[config.mk]
export PLATFORM = sky130hd
export DESIGN_NAME = afs_gen
export DESIGN_NICKNAME = d
export VERILOG_FILES = /design/src/rtl/afs_pkg.sv /design/src/rtl/afs_cfg_shadow.sv /design/src/rtl/afs_bit_counter.sv /design/src/rtl/afs_fs_decode.sv /design/src/rtl/afs_gen.sv
export SDC_FILE = /design/constraint.sdc
export NUM_CORES = 1
export LEC_CHECK = 0
export BUFFER_PORTS_ARGS = -buffer_cell sky130_fd_sc_hd__buf_4
export CAP_MARGIN = 10
export CORE_MARGIN = 8
export CORE_UTILIZATION = 40
export CTS_CLUSTER_DIAMETER = 100
export CTS_CLUSTER_SIZE = 14
export DETAILED_ROUTE_END_ITERATION = 8
export PLACE_DENSITY = 0.66
export SYNTH_ARGS = -nofsm -noshare
export SYNTH_HDL_FRONTEND = slang
export SYNTH_SLANG_ARGS = --single-unit
export TNS_END_PERCENT = 20
[constraint.sdc]
create_clock -name clk -period 6.1 [get_ports clk]
set_input_delay 0.61 -clock clk [delete_from_list [all_inputs] [get_ports clk]]
set_output_delay 0.61 -clock clk [all_outputs]
set_load 0.1 [all_outputs]
[src/rtl/afs_pkg.sv]
package afs_pkg;

   typedef struct packed {
      logic pol;     // 1: sync active high
      logic early;   // 1: sync leads slot 0 by one bit
      logic chan;    // 1: sync also identifies the channel half
   } afs_mode_t;

   localparam afs_mode_t AFS_MODE_RST = '{pol: 1'b0, early: 1'b0, chan: 1'b0};

endpackage

[src/rtl/afs_cfg_shadow.sv]
module afs_cfg_shadow
   import afs_pkg::*;
#(
   parameter int FL_W   = 8,
   parameter int AL_W   = 7,
   parameter int FL_RST = 7
) (
   input  logic            clk,
   input  logic            rst_n,
   input  logic            enable_i,
   input  logic [FL_W-1:0] frame_len_i,
   input  logic [AL_W-1:0] act_len_i,
   input  afs_mode_t       mode_i,
   output logic [FL_W-1:0] frame_len_q,
   output logic [AL_W-1:0] act_len_q,
   output afs_mode_t       mode_q
);

   localparam logic [FL_W-1:0] FL_RST_V = FL_W'(FL_RST);

   // Capture is open only while the generator is idle.
   always_ff @(posedge clk or negedge rst_n) begin
      if (!rst_n) begin
         frame_len_q <= FL_RST_V;
         act_len_q   <= '0;
         mode_q      <= AFS_MODE_RST;
      end else if (!enable_i) begin
         frame_len_q <= frame_len_i;
         act_len_q   <= act_len_i;
         mode_q      <= mode_i;
      end
   end

endmodule

[src/rtl/afs_bit_counter.sv]
module afs_bit_counter #(
   parameter int FL_W = 8
) (
   input  logic            clk,
   input  logic            rst_n,
   input  logic            enable_i,
   input  logic            bit_en_i,
   input  logic [FL_W-1:0] last_i,
   output logic [FL_W-1:0] pos_o
);

   logic [FL_W-1:0] pos_q;
   logic            at_last;

   assign at_last = (pos_q == last_i);

   always_ff @(posedge clk or negedge rst_n) begin
      if (!rst_n) begin
         pos_q <= '0;
      end else if (!enable_i) begin
         pos_q <= '0;
      end else if (bit_en_i) begin
         pos_q <= at_last ? '0 : pos_q + FL_W'(1);
      end
   end

   assign pos_o = pos_q;

endmodule

[src/rtl/afs_fs_decode.sv]
module afs_fs_decode
   import afs_pkg::*;
#(
   parameter int FL_W    = 8,
   parameter int AL_W    = 7,
   parameter bit REG_OUT = 1'b0
) (
   input  logic            clk,
   input  logic            rst_n,
   input  logic            enable_i,
   input  logic [FL_W-1:0] pos_i,
   input  logic [FL_W-1:0] frame_len_i,
   input  logic [AL_W-1:0] act_len_i,
   input  afs_mode_t       mode_i,
   output logic            fs_o,
   output logic            frame_start_o,
   output logic            slot0_o,
   output logic            right_o
);

   localparam int LW = FL_W + 1;

   logic [LW-1:0] pos_w, len_w, half_w, al_w, act_w, sync_pos_w;
   logic          active;
   logic          fs_d, start_d, slot0_d, right_d;

   assign pos_w  = {1'b0, pos_i};
   assign len_w  = {1'b0, frame_len_i} + LW'(1);
   assign half_w = len_w >> 1;
   assign al_w   = LW'(act_len_i) + LW'(1);

   // Active length: half frame in channel mode, else clamped below the frame.
   always_comb begin
      if (mode_i.chan) begin
         act_w = half_w;
      end else if (al_w >= len_w) begin
         act_w = len_w - LW'(1);
      end else begin
         act_w = al_w;
      end
   end

   // Position on the sync time line: one ahead of the slot line when early.
   always_comb begin
      if (!mode_i.early) begin
         sync_pos_w = pos_w;
      end else if (pos_i == frame_len_i) begin
         sync_pos_w = '0;
      end else begin
         sync_pos_w = pos_w + LW'(1);
      end
   end

   assign active  = (sync_pos_w < act_w);
   assign fs_d    = enable_i ? (mode_i.pol ? active : !active) : !mode_i.pol;
   assign start_d = enable_i && (sync_pos_w == '0);
   assign slot0_d = enable_i && (pos_i == '0);
   assign right_d = enable_i && mode_i.chan && (pos_w >= half_w);

   generate
      if (REG_OUT) begin : g_reg_out
         always_ff @(posedge clk or negedge rst_n) begin
            if (!rst_n) begin
               fs_o          <= 1'b1;
               frame_start_o <= 1'b0;
               slot0_o       <= 1'b0;
               right_o       <= 1'b0;
            end else begin
               fs_o          <= fs_d;
               frame_start_o <= start_d;
               slot0_o       <= slot0_d;
               right_o       <= right_d;
            end
         end
      end else begin : g_comb_out
         assign fs_o          = fs_d;
         assign frame_start_o = start_d;
         assign slot0_o       = slot0_d;
         assign right_o       = right_d;
      end
   endgenerate

endmodule

[src/rtl/afs_gen.sv]
module afs_gen
   import afs_pkg::*;
#(
   parameter int FL_W    = 8,
   parameter int AL_W    = 7,
   parameter int FL_RST  = 7,
   parameter bit REG_OUT = 1'b0
) (
   input  logic            clk,
   input  logic            rst_n,
   input  logic            enable_i,
   input  logic            bit_en_i,
   input  logic [FL_W-1:0] frame_len_i,
   input  logic [AL_W-1:0] act_len_i,
   input  logic            pol_i,
   input  logic            early_i,
   input  logic            chan_id_i,
   output logic            fs_o,
   output logic            frame_start_o,
   output logic            slot0_o,
   output logic            right_o
);

   initial begin
      assert (FL_W >= 2) else $error("afs_gen: FL_W must be at least 2");
      assert (AL_W >= 1 && AL_W <= FL_W) else $error("afs_gen: AL_W must be 1..FL_W");
      assert (FL_RST >= 0 && FL_RST < (1 << FL_W)) else $error("afs_gen: FL_RST out of range");
   end

   afs_mode_t       mode_in, mode_s;
   logic [FL_W-1:0] fl_s;
   logic [AL_W-1:0] al_s;
   logic [FL_W-1:0] pos;

   assign mode_in = '{pol: pol_i, early: early_i, chan: chan_id_i};

   afs_cfg_shadow #(.FL_W(FL_W), .AL_W(AL_W), .FL_RST(FL_RST)) i_shadow (
      .clk         (clk),
      .rst_n       (rst_n),
      .enable_i    (enable_i),
      .frame_len_i (frame_len_i),
      .act_len_i   (act_len_i),
      .mode_i      (mode_in),
      .frame_len_q (fl_s),
      .act_len_q   (al_s),
      .mode_q      (mode_s)
   );

   afs_bit_counter #(.FL_W(FL_W)) i_counter (
      .clk      (clk),
      .rst_n    (rst_n),
      .enable_i (enable_i),
      .bit_en_i (bit_en_i),
      .last_i   (fl_s),
      .pos_o    (pos)
   );

   afs_fs_decode #(.FL_W(FL_W), .AL_W(AL_W), .REG_OUT(REG_OUT)) i_decode (
      .clk           (clk),
      .rst_n         (rst_n),
      .enable_i      (enable_i),
      .pos_i         (pos),
      .frame_len_i   (fl_s),
      .act_len_i     (al_s),
      .mode_i        (mode_s),
      .fs_o          (fs_o),
      .frame_start_o (frame_start_o),
      .slot0_o       (slot0_o),
      .right_o       (right_o)
   );

endmodule

Yosys cells after proc, flatten, opt, wreduce, memory -nomap -nowiden
Index checks and enable logic that the tools add are counted.

Logic and storage cells: 33. Flip-flop bits (word level): 26. Output and inout port bits: 4. Bits of input ports: 22.

Reductions and logical operators: 8. Multiplexer cells: 9. Order comparisons: 3. Equal/unequal tests: 2. Add/subtract/negate cells: 5.

Operator list (number): 9-bit two-way mux (4); 8-bit two-way mux (3); 8-bit by 1-bit adder with 9-bit output, second input constant (2); 9-bit >= comparator (1); 9-bit logical NOT (1); 9-bit less-than comparator (1); 9-bit by 1-bit subtractor with 9-bit output, second input constant (1); 7-bit by 1-bit adder with 8-bit output, second input constant (1); 8-bit by 1-bit adder with 8-bit output, second input constant (1); 8-bit equality test (1); 8-bit >= comparator (1); 8-bit logical NOT (1); 1-bit logical AND (4); 1-bit logical NOT (2); 1-bit two-way mux (2); 2-bit by 1-bit != test with 1-bit output, second input constant (1).

Longest topological paths before layout
Gate-level depths: netlist of run 1.

Depth after elaboration: 8. Gate-level depth with buffers: 21. Mapped depth without buffers: 20.

By module
A second synthesis of run 1 with hierarchy kept.

Cells, all modules: 317. Area total of the unflattened synthesis: 2845.2 um2.

By module, submodules not included: afs_fs_decode (area an instance 1620.3 um2, cells an instance 222, instances 1); afs_cfg_shadow (area an instance 725.7 um2, cells an instance 38, instances 1); afs_bit_counter (area an instance 499.2 um2, cells an instance 57, instances 1).

Least setup slack after synthesis of run 1
Ideal clock, no wire load.

Path type: register to output. Start point: register i_shadow.frame_len_q[0]. End point: output port fs_o. Buffers on the path: 1. Cell stages (with the launch flop): 22. Arrival time: 6839 ps. Path slack: -1349 ps. Required time: 5490 ps. Cells stage by stage: dfstp_2 clkbuf_1 nand3_1 nor2_1 xor2_1 inv_1 ha_1 nand2_1 a21oi_1 a211oi_1 a211oi_4 nor2_4 mux2i_1 mux2_2 ha_1 a2111oi_0 o21ai_0 a31o_2 a21oi_1 mux2i_1 o311ai_1 a311oi_1.

Longest elaborated chain between the ends: 8.

Ends and longest elaborated chain: start: declaration (line afs_cfg_shadow.sv:14) `output logic [FL_W-1:0] frame_len_q,`; start signal: assignment (line afs_cfg_shadow.sv:28) `frame_len_q <= frame_len_i;`; 8-bit by 1-bit adder with 9-bit output (line afs_fs_decode.sv:28) `assign len_w = {1'b0, frame_len_i} + LW'(1);`; 9-bit by 1-bit subtractor with 9-bit output or 9-bit >= comparator (tied branches) (line afs_fs_decode.sv:37, afs_fs_decode.sv:36); 9-bit two-way mux (line afs_fs_decode.sv:36) `end else if (al_w >= len_w) begin`; 9-bit two-way mux (line afs_fs_decode.sv:34) `if (mode_i.chan) begin`; 9-bit less-than comparator * (line afs_fs_decode.sv:54) `assign active = (sync_pos_w < act_w);`; 1-bit logical NOT (line afs_fs_decode.sv:55) `assign fs_d = enable_i ? (mode_i.pol ? active : !active) : !mode_i.pol;`; 1-bit two-way mux * (2 in series) (line afs_fs_decode.sv:55); end: declaration (line afs_gen.sv:18) `output logic fs_o,`.

Every way passes the cells marked *; elsewhere a longest branch is shown, timed or not.

Worst setup path in the final report of run 1
Start point: register i_shadow.frame_len_q[2]. End point: output port fs_o.

Same word-level chain as after synthesis.

==> run summary, run 1 <==
cells on worst reg2reg path: 8
family with the most delay on the worst path: compound AO/OA/AOI/OAI gates
worst-path cell chain: nand3_1, nor2_2, xor2_2, inv_1, ha_1, nand2_1, a21oi_1, a211oi_2, a211oi_4, nor2_4, mux2i_1, mux2_2, ha_1, a2111oi_1, o21ai_1, a31o_2, a21oi_2, mux2i_1, o311ai_1, a311oi_4, buf_12
Crit Path Class: reg -> out
initial core utilization: 0.415
FF/Latch Area: 654 sq um
share of cells above drive strength 1: 0.266
worst IR drop on VDD: 103 uV
most common cell after layout, fill and taps aside: nand2_1
first-pass detailed-route iteration total: 4
WP depth: 21
DRC viols: 0
final WL: 6500 um
Pwr Density: 207 mW/mm^2
Syn Area/Cell: 8.93 sq um
pre-CTS WS: 215 ps
area of the multi-input gates: 0.00196 sq mm
reg-to-reg endpoint: i_counter.pos_o[3]
Top Ports: 26
Hold Slack: 219 ps
min Tclk post-route: 5750 ps
Main synth FF type: dfrtp_1
die height: 97.4 um
fmax: 174 MHz
CP Data Arrival Time: 5140 ps
Final ANT Viol Nets: 0
Final WS setup: 345 ps
Final nets: 370
total congestion overflow: 0
CP endpoint kind: output port
Slowest-stage cell, CP: dfstp_2
worst min path class: in -> async
DR iter-0 viols: 182
Post-synth EDFFs: 0
n_diodes: 0
status: finished clean
Reg2Reg Setup Slack: 3950 ps
Clock transition at path regs: 110 ps
max_cap viols: 0
Final Setup Violations: 0
Worst slew margin: 0.622
via count: 2,312
Area after DPL: 0.00291 sq mm
largest fanout on the critical path: 8
register area share after synthesis: 0.247
Worst EP required: 5490 ps
Slew Viols, Final: 0
routability cong.: 0.919
H-Tree Depth: 1
Layout area overhead: 16.5%
Clk Latency, worst-skew pair: 280 ps
Hold Vio Cnt, Final: 0
top post-synthesis cells by area: dfrtp_1, ha_1, mux2_2
Max clock buf depth: 2
fin crit share: 0.943
CTS tree: yes
post-route cell area: 0.00309 sq mm
Synth Instances: 297
Inserted Clock Buffers: 3
CP Buf/Inv Count: 2
first-pass GRT wire length: 10,800 um
gr usage total: 0.133
Tightest Pin Transition: 562 ps
crit path launch type: flip-flop
skew final: 8.42 ps
slowest stage delay, CP: 610 ps
WL/cell: 16.4 um
most frequent cells in the layout: nand2_1, buf_4, ha_1
Tot Pwr: 0.000640 W
Vias/cell: 5.82
reg2reg start: i_shadow.frame_len_q[2]
antenna violations before repair: 0
largest net degree at the start of global routing: 27
site row count: 29
utilization after layout: 0.484
Synth top area share: 0.217
Die Wd: 97.4 um
Fillers: 601
# clock sinks: 26
vias in the first global route: 2,187
Mapped Nets: 346
yosys warns: 0
Clock Root Buffer: clkbuf_8
# hold bufs at CTS: 0
Synth async-reset ratio: 1.00
Die Footprint: 0.00949 sq mm
post-synthesis cell area: 0.00265 sq mm
LEAKAGE: 1.37 nW
core area: 0.00639 sq mm
Buffers on Ports: 25
DPL Wire Length: 4900 um
Unique masters post-synth: 55
FF+latch count, synth: 26
Synth area leader: dfrtp_1
[worst reg2reg max path: stages, from the launching register on]
cell,delay [ps]
dfstp_2,610
buf_4,130
xor2_1,60
nor4_1,350
nand2_1,190
nand3_1,380
o21ai_0,150
nand2_1,80
o31ai_1,70
[flip-flops by register name, summed over array words and instances, names as in the netlist]
name / flops
i_shadow.mode_q: 3
i_shadow.act_len_q: 7
i_counter.pos_o: 8
i_shadow.frame_len_q: 8
[worst max-delay path by stage]
stage	end	startpoint	slack, ps
after floorplan	fs_o	i_shadow.frame_len_q[0]	40
after global placement	fs_o	i_shadow.frame_len_q[1]	340
after detailed placement	fs_o	i_shadow.frame_len_q[2]	210
after CTS	fs_o	i_shadow.frame_len_q[2]	40
after global routing	fs_o	i_shadow.frame_len_q[1]	-3
final	fs_o	i_shadow.frame_len_q[2]	350
[through the flow]
step / std cells / TNS (ps)
6_report: 397 / 0
5_1_grt: 397 / -3.09
4_1_cts: 391 / 0
3_5_place_dp: 387 / 0
3_3_place_gp: 387 / 0
2_1_floorplan: 297 / 0
[Yosys cell counts (8+ instances only)]
cell	number
nand2_1	35
ha_1	27
dfrtp_1	23
o21ai_0	23
mux2_2	22
xor2_1	16
nand3_1	15
clkbuf_1	14
o31ai_1	10
inv_1	9
mux2i_1	8
nor2_1	8
xnor2_1	8
[report_power, final]
part           internal, W  switching (W)  leakage [nW]
clock            0.0000880      0.0000625        0.0357
sequential        0.000187      0.0000253         0.317
combinational     0.000131       0.000146          1.01
[logic make-up (layout without fill, tap and decap cells)]
group | Yosys count | in the layout | synth area share
simple gates | 96 | 96 | 0.192
compound gates | 67 | 67 | 0.181
mux | 32 | 32 | 0.135
fa+ha+maj | 27 | 27 | 0.127
flops | 26 | 26 | 0.247
buf+inv | 25 | 48 | 0.0387
xor+xnor | 24 | 24 | 0.0793
[cell type report]
class	instances	area share
clock buffer	3	0.0134
clock inverter	1	0.00972
inverter	9	0.0109
multi-input combinational	246	0.634
sequential	26	0.212
tap	77	0.0312
timing repair buffer	35	0.0891
[metal layers]
| metal | wire length [um] | global-route usage |
|---|---|---|
| met3 | 376 | 0.0178 |
| met5 | 0 | 0 |
| met2 | 3130 | 0.224 |
| met4 | 74 | 0.0326 |
| met1 | 2920 | 0.173 |
[repair_timing]
item | 4_1_cts | 5_1_grt
endpoints found under the setup margin | 1 | 1
resized for setup | 2 | 10
buffers inserted | 0 | 6
pin swaps | 0 | 3
Note: power is estimated with default switching activity, not from simulation.
==> inputs of run 2 (changes only) <==
SETUP_SLACK_MARGIN = 0.5   (was unset)
==> run summary, run 2 (synthesized netlist as in run 1, its figures left out) <==
site row count: 29 (unchanged)
n_diodes: 0 (unchanged)
Crit Path Class: reg -> out
LEAKAGE: 1.44 nW (+5.0%)
WL/cell: 17.2 um (+5.2%)
Layout area overhead: 26.9%
initial core utilization: 0.415 (unchanged)
antenna violations before repair: 0 (unchanged)
RSZ-0062 raised after global routing: false
skew final: 2.54 ps (-5.88 ps)
Final ANT Viol Nets: 0 (unchanged)
CTS tree: yes
cell total after placement: 384 (-0.78%)
setup TNS: 0 ps (unchanged)
first-pass detailed-route iteration total: 4 (unchanged)
vias in the first global route: 2,335 (+6.8%)
Clock Root Buffer: clkbuf_8
Vias/cell: 5.76 (-1.1%)
Inserted Clock Buffers: 3 (unchanged)
gr usage total: 0.139 (+0.00639)
Hold Slack: 229 ps (+9.94 ps)
Hold Vio Cnt, Final: 0 (unchanged)
most common cell after layout, fill and taps aside: buf_4
DPL Wire Length: 4900 um (about the same)
Worst slew margin: 0.580 (-0.0420)
max_cap viols: 0 (unchanged)
Int Pwr: 0.000435 W (+7.3%)
Buffers on Ports: 25 (unchanged)
clock power share: 0.214 (-0.021)
DRC viols: 0 (unchanged)
Clock transition at path regs: 100 ps (about the same)
Worst EP required: 5490 ps (about the same)
Post-Layout Cell Count: 408 (+2.8%)
crit path launch type: flip-flop
H-Tree Depth: 1 (unchanged)
status: finished clean
Net Sw Frac: 0.369 (+0.00280)
DR iter-0 viols: 179 (-1.6%)
Die Wd: 97.4 um (unchanged)
first-pass GRT wire length: 11,400 um (+5.4%)
# clock sinks: 26 (unchanged)
routability cong.: 0.851 (-7.4%)
fmax: 185 MHz (+6.5%)
largest fanout on the critical path: 5 (-3)
Pwr Density: 205 mW/mm^2 (-0.98%)
die height: 97.4 um (unchanged)
most frequent cells in the layout: buf_4, nand2_1, o21ai_0, mux2_2, ha_1
fin crit share: 0.886 (-0.0572)
Slew Viols, Final: 0 (unchanged)
share of cells above drive strength 1: 0.363 (+0.0969)
Tightest Pin Transition: 629 ps (+67.3 ps)
NetSw: 0.000254 W (+8.6%)
CP Data Arrival Time: 4800 ps (-340 ps)
Max clock buf depth: 2 (unchanged)
worst IR drop on VDD: 125 uV (+22%)
largest net degree at the start of global routing: 27 (unchanged)
CP endpoint kind: output port
final WL: 7020 um (+8.1%)
Final Setup Violations: 0 (unchanged)
core area: 0.00639 sq mm (unchanged)
min Tclk post-route: 5410 ps (-349 ps)
worst min path class: in -> async
Top Ports: 26 (unchanged)
Combinational Power Share: 0.478 (+0.045)
total congestion overflow: 0 (unchanged)
Clk Latency, worst-skew pair: 280 ps (about the same)
Die Footprint: 0.00949 sq mm (unchanged)
via count: 2,350 (+1.6%)
Final nets: 381 (+3.0%)
Seq pwr share: 0.308 (-0.024)
run 2: cell count changes in the layout (fill, tap and decap cells not counted), sizes merged:
| cell | change |
|---|---|
| buf | +11 |
run 2: path summary, 6_finish.rpt:
kind | from | end | slack (ps) | depth (start not counted)
worst max-delay path | i_shadow.frame_len_q[1] | fs_o | 690 | 20
worst min-delay path | rst_n | i_counter.pos_o[2] | 230 | 1
worst max register to register | i_shadow.frame_len_q[0] | i_counter.pos_o[6] | 3940 | 8
worst min register to register | i_shadow.frame_len_q[5] | i_shadow.frame_len_q[5] | 560 | 1
max in group asynchronous | rst_n | i_shadow.frame_len_q[2] | 5570 | 1
min in group clk | frame_len_i[4] | i_shadow.frame_len_q[4] | 550 | 2
run 2: power groups by stage:
stage	Clock (W)	Sequential, W	Combinational, W
final	0.000147	0.000213	0.000330
after global routing	0.000160	0.000216	0.000357
after CTS	0.000152	0.000212	0.000278
after detailed placement	0	0.000217	0.000251
after global placement	0	0.000216	0.000246
after floorplan	0	0.000204	0.000207
run 2: through the flow:
| stage | setup slack (ps) | total power (W) | utilization | area [sq um] |
|---|---|---|---|---|
| global route | 412 | 0.000733 | 0.527 | 3360 |
| finish | 694 | 0.000689 | 0.527 | 3360 |
| detailed placement | 387 | 0.000468 | 0.458 | 2930 |
| global placement | 528 | 0.000462 | 0.458 | 2930 |
| CTS | 501 | 0.000642 | 0.486 | 3110 |
| floorplan | 506 | 0.000410 | - | 2720 |
run 2: per-layer routing:
metal	part of all wire	vias to the layer above	global-route usage
met3	0.031	12	0.0156
met5	0	-	0
met4	0.020	0	0.0443
met2	0.51	46	0.231
li1	-	1163	-
met1	0.44	1129	0.182
run 2: what timing repair did:
item                                    CTS  global route
pin swaps                                 4            17
resized for setup                         8            35
buffers inserted                          9            11
hold buffers                              0             0
endpoints found under the setup margin    1             1
run 2: area by class of cell:
cell class	count	area, sq um
fill	580	3020
multi-input combinational	246	2140
inverter	9	33.8
tap	77	96.3
clock inverter	1	30.0
timing repair buffer	46	365
clock buffer	3	41.3
sequential	26	659
run 2: critical path: stages (launching register included):
cell and delay (ps):
dfstp_2 630, ha_4 190, nand3_2 80, xor2_2 160
ha_1 320, nand4_1 90, o21bai_1 160, a211oi_2 120
a211oi_4 250, nor2_4 110, mux2i_2 170, mux2_4 300
ha_4 170, a2111oi_4 320, o21ai_1 120, a31o_2 240
a21oi_4 180, mux2i_1 220, o311ai_2 140, a311oi_4 320
buf_12 210
==> inputs of run 3 (changes only) <==
RECOVER_POWER = 50   (was unset)
==> run summary, run 3 (synthesized netlist as in run 1, its figures left out) <==
Final nets: 381 (unchanged)
n_diodes: 0 (unchanged)
H-Tree Depth: 1 (unchanged)
Top Ports: 26 (unchanged)
GR Util met2: 0.231 (unchanged)
initial core utilization: 0.415 (unchanged)
worst-path cell chain: ha_4, nand3_2, xor2_2, ha_1, nand4_1, o21bai_1, a211oi_2, a211oi_4, nor2_4, mux2i_2, mux2_4, ha_4, a2111oi_4, o21ai_1, a31o_2, a21oi_4, mux2i_1, o311ai_2, a311oi_4, buf_12
antenna violations before repair: 0 (unchanged)
Clock Root Buffer: clkbuf_8
max_cap viols: 0 (unchanged)
setup TNS: 0 ps (unchanged)
crit path launch type: flip-flop
Buffers on Ports: 25 (unchanged)
min Tclk post-route: 5410 ps (+1.26 ps)
DPL Wire Length: 4900 um (unchanged)
die height: 97.4 um (unchanged)
Clock transition at path regs: 100 ps (about the same)
largest fanout on the critical path: 5 (unchanged)
total congestion overflow: 0 (unchanged)
worst IR drop on VDD: 126 uV (about the same)
site row count: 29 (unchanged)
DR iter-0 viols: 178 (-0.56%)
vias in the first global route: 2,335 (unchanged)
Vias/cell: 5.77 (+0.26%)
share of cells above drive strength 1: 0.356 (-0.00604)
CP Buf/Inv Count: 1 (unchanged)
CTS tree: yes
LEAKAGE: 1.43 nW (-0.50%)
# hold bufs at CTS: 0 (unchanged)
fmax: 185 MHz (about the same)
Worst slew margin: 0.0365 (-0.544)
Final Setup Violations: 0 (unchanged)
Slew Viols, Final: 0 (unchanged)
WL/cell: 17.2 um (unchanged)
Worst EP required: 5490 ps (about the same)
Slowest-stage cell, CP: dfstp_2
GR peak layer: met2
area of the multi-input gates: 0.00214 sq mm (unchanged)
Max clock buf depth: 2 (unchanged)
Hold Slack: 555 ps (+326 ps)
DRC viols: 0 (unchanged)
most frequent cells in the layout: buf_4, nand2_1, o21ai_0, mux2_2, ha_1
Crit Path Class: reg -> out
RSZ-0062 raised after global routing: false
Hold Vio Cnt, Final: 0 (unchanged)
core area: 0.00639 sq mm (unchanged)
CP Data Arrival Time: 4800 ps (about the same)
# clock sinks: 26 (unchanged)
worst min path class: in -> reg
M1 GR Usage: 0.182 (unchanged)
utilization after layout: 0.525 (-0.00118)
skew final: 2.55 ps (+0.00885 ps)
Layout area overhead: 26.6%
Clk Latency, worst-skew pair: 280 ps (about the same)
fin crit share: 0.886 (about the same)
family with the most delay on the worst path: compound AO/OA/AOI/OAI gates
Inserted Clock Buffers: 3 (unchanged)
Final ANT Viol Nets: 0 (unchanged)
Pwr Density: 205 mW/mm^2 (+0.18%)
status: finished clean
gr usage total: 0.139 (unchanged)
Fillers: 580 (unchanged)
CP endpoint kind: output port
most common cell after layout, fill and taps aside: buf_4
first-pass GRT wire length: 11,400 um (unchanged)
largest net degree at the start of global routing: 27 (unchanged)
final WL: 7020 um (unchanged)
routability cong.: 0.851 (unchanged)
first-pass detailed-route iteration total: 4 (unchanged)
slowest stage delay, CP: 630 ps (about the same)
M3 GR Usage: 0.0156 (unchanged)
Tightest Pin Transition: 1450 ps (+816 ps)
FF/Latch Area: 659 sq um (unchanged)
via count: 2,356 (+0.26%)
Die Footprint: 0.00949 sq mm (unchanged)
most frequent CP cell: ha_4
Die Wd: 97.4 um (unchanged)
==> run 3: cell types whose count changed in the layout (fill, tap and decap cells not counted) <==
cell      change
buf_4         -2
clkbuf_1      +2
==> run 3: path summary, 6_finish.rpt <==
check	start	endpoint	slack (ps)	cells past startpoint
hold / removal	frame_len_i[4]	i_shadow.frame_len_q[4]	550	2
max in group asynchronous	rst_n	i_shadow.act_len_q[0]	4500	1
min in group asynchronous	rst_n	i_counter.pos_o[2]	660	1
setup reg to reg	i_shadow.frame_len_q[0]	i_counter.pos_o[6]	3940	8
hold reg to reg	i_shadow.frame_len_q[5]	i_shadow.frame_len_q[5]	560	1
setup / recovery	i_shadow.frame_len_q[1]	fs_o	690	20
==> run 3: through the flow <==
stage	power (W)	cells	instance area, sq um	setup WS, ps
floorplan	0.000410	297	2720	506
global placement	0.000462	384	2930	528
detailed placement	0.000468	384	2930	387
CTS	0.000642	397	3110	501
global route	0.000733	408	3360	410
finish	0.000689	408	3360	693
==> run 3: final cells by class <==
| type | count | share of cell area |
|---|---|---|
| clock buffers | 3 | 0.0123 |
| clock inverters | 1 | 0.00895 |
| well taps | 77 | 0.0287 |
| inverters | 9 | 0.0101 |
| multi-input cells | 246 | 0.637 |
| repair buffers | 46 | 0.107 |
| flip-flops and latches | 26 | 0.196 |
==> run 3: layer usage <==
layer  routed length [um]  part of all wire
met1                 3070              0.44
met2                 3580              0.51
met3                  229             0.033
met4                  139             0.020
met5                    0                 0
==> run 3: report_power, final <==
| part | internal (W) | switching (W) |
|---|---|---|
| Sequential | 0.000187 | 0.0000251 |
| Combinational | 0.000159 | 0.000170 |
| Clock | 0.0000879 | 0.0000594 |
==> run 3: what timing repair did <==
action                                  in CTS  in global routing
setup buffers                                9                 11
endpoints found under the setup margin       1                  1
resized for setup                            8                 35
pin swaps                                    4                 17
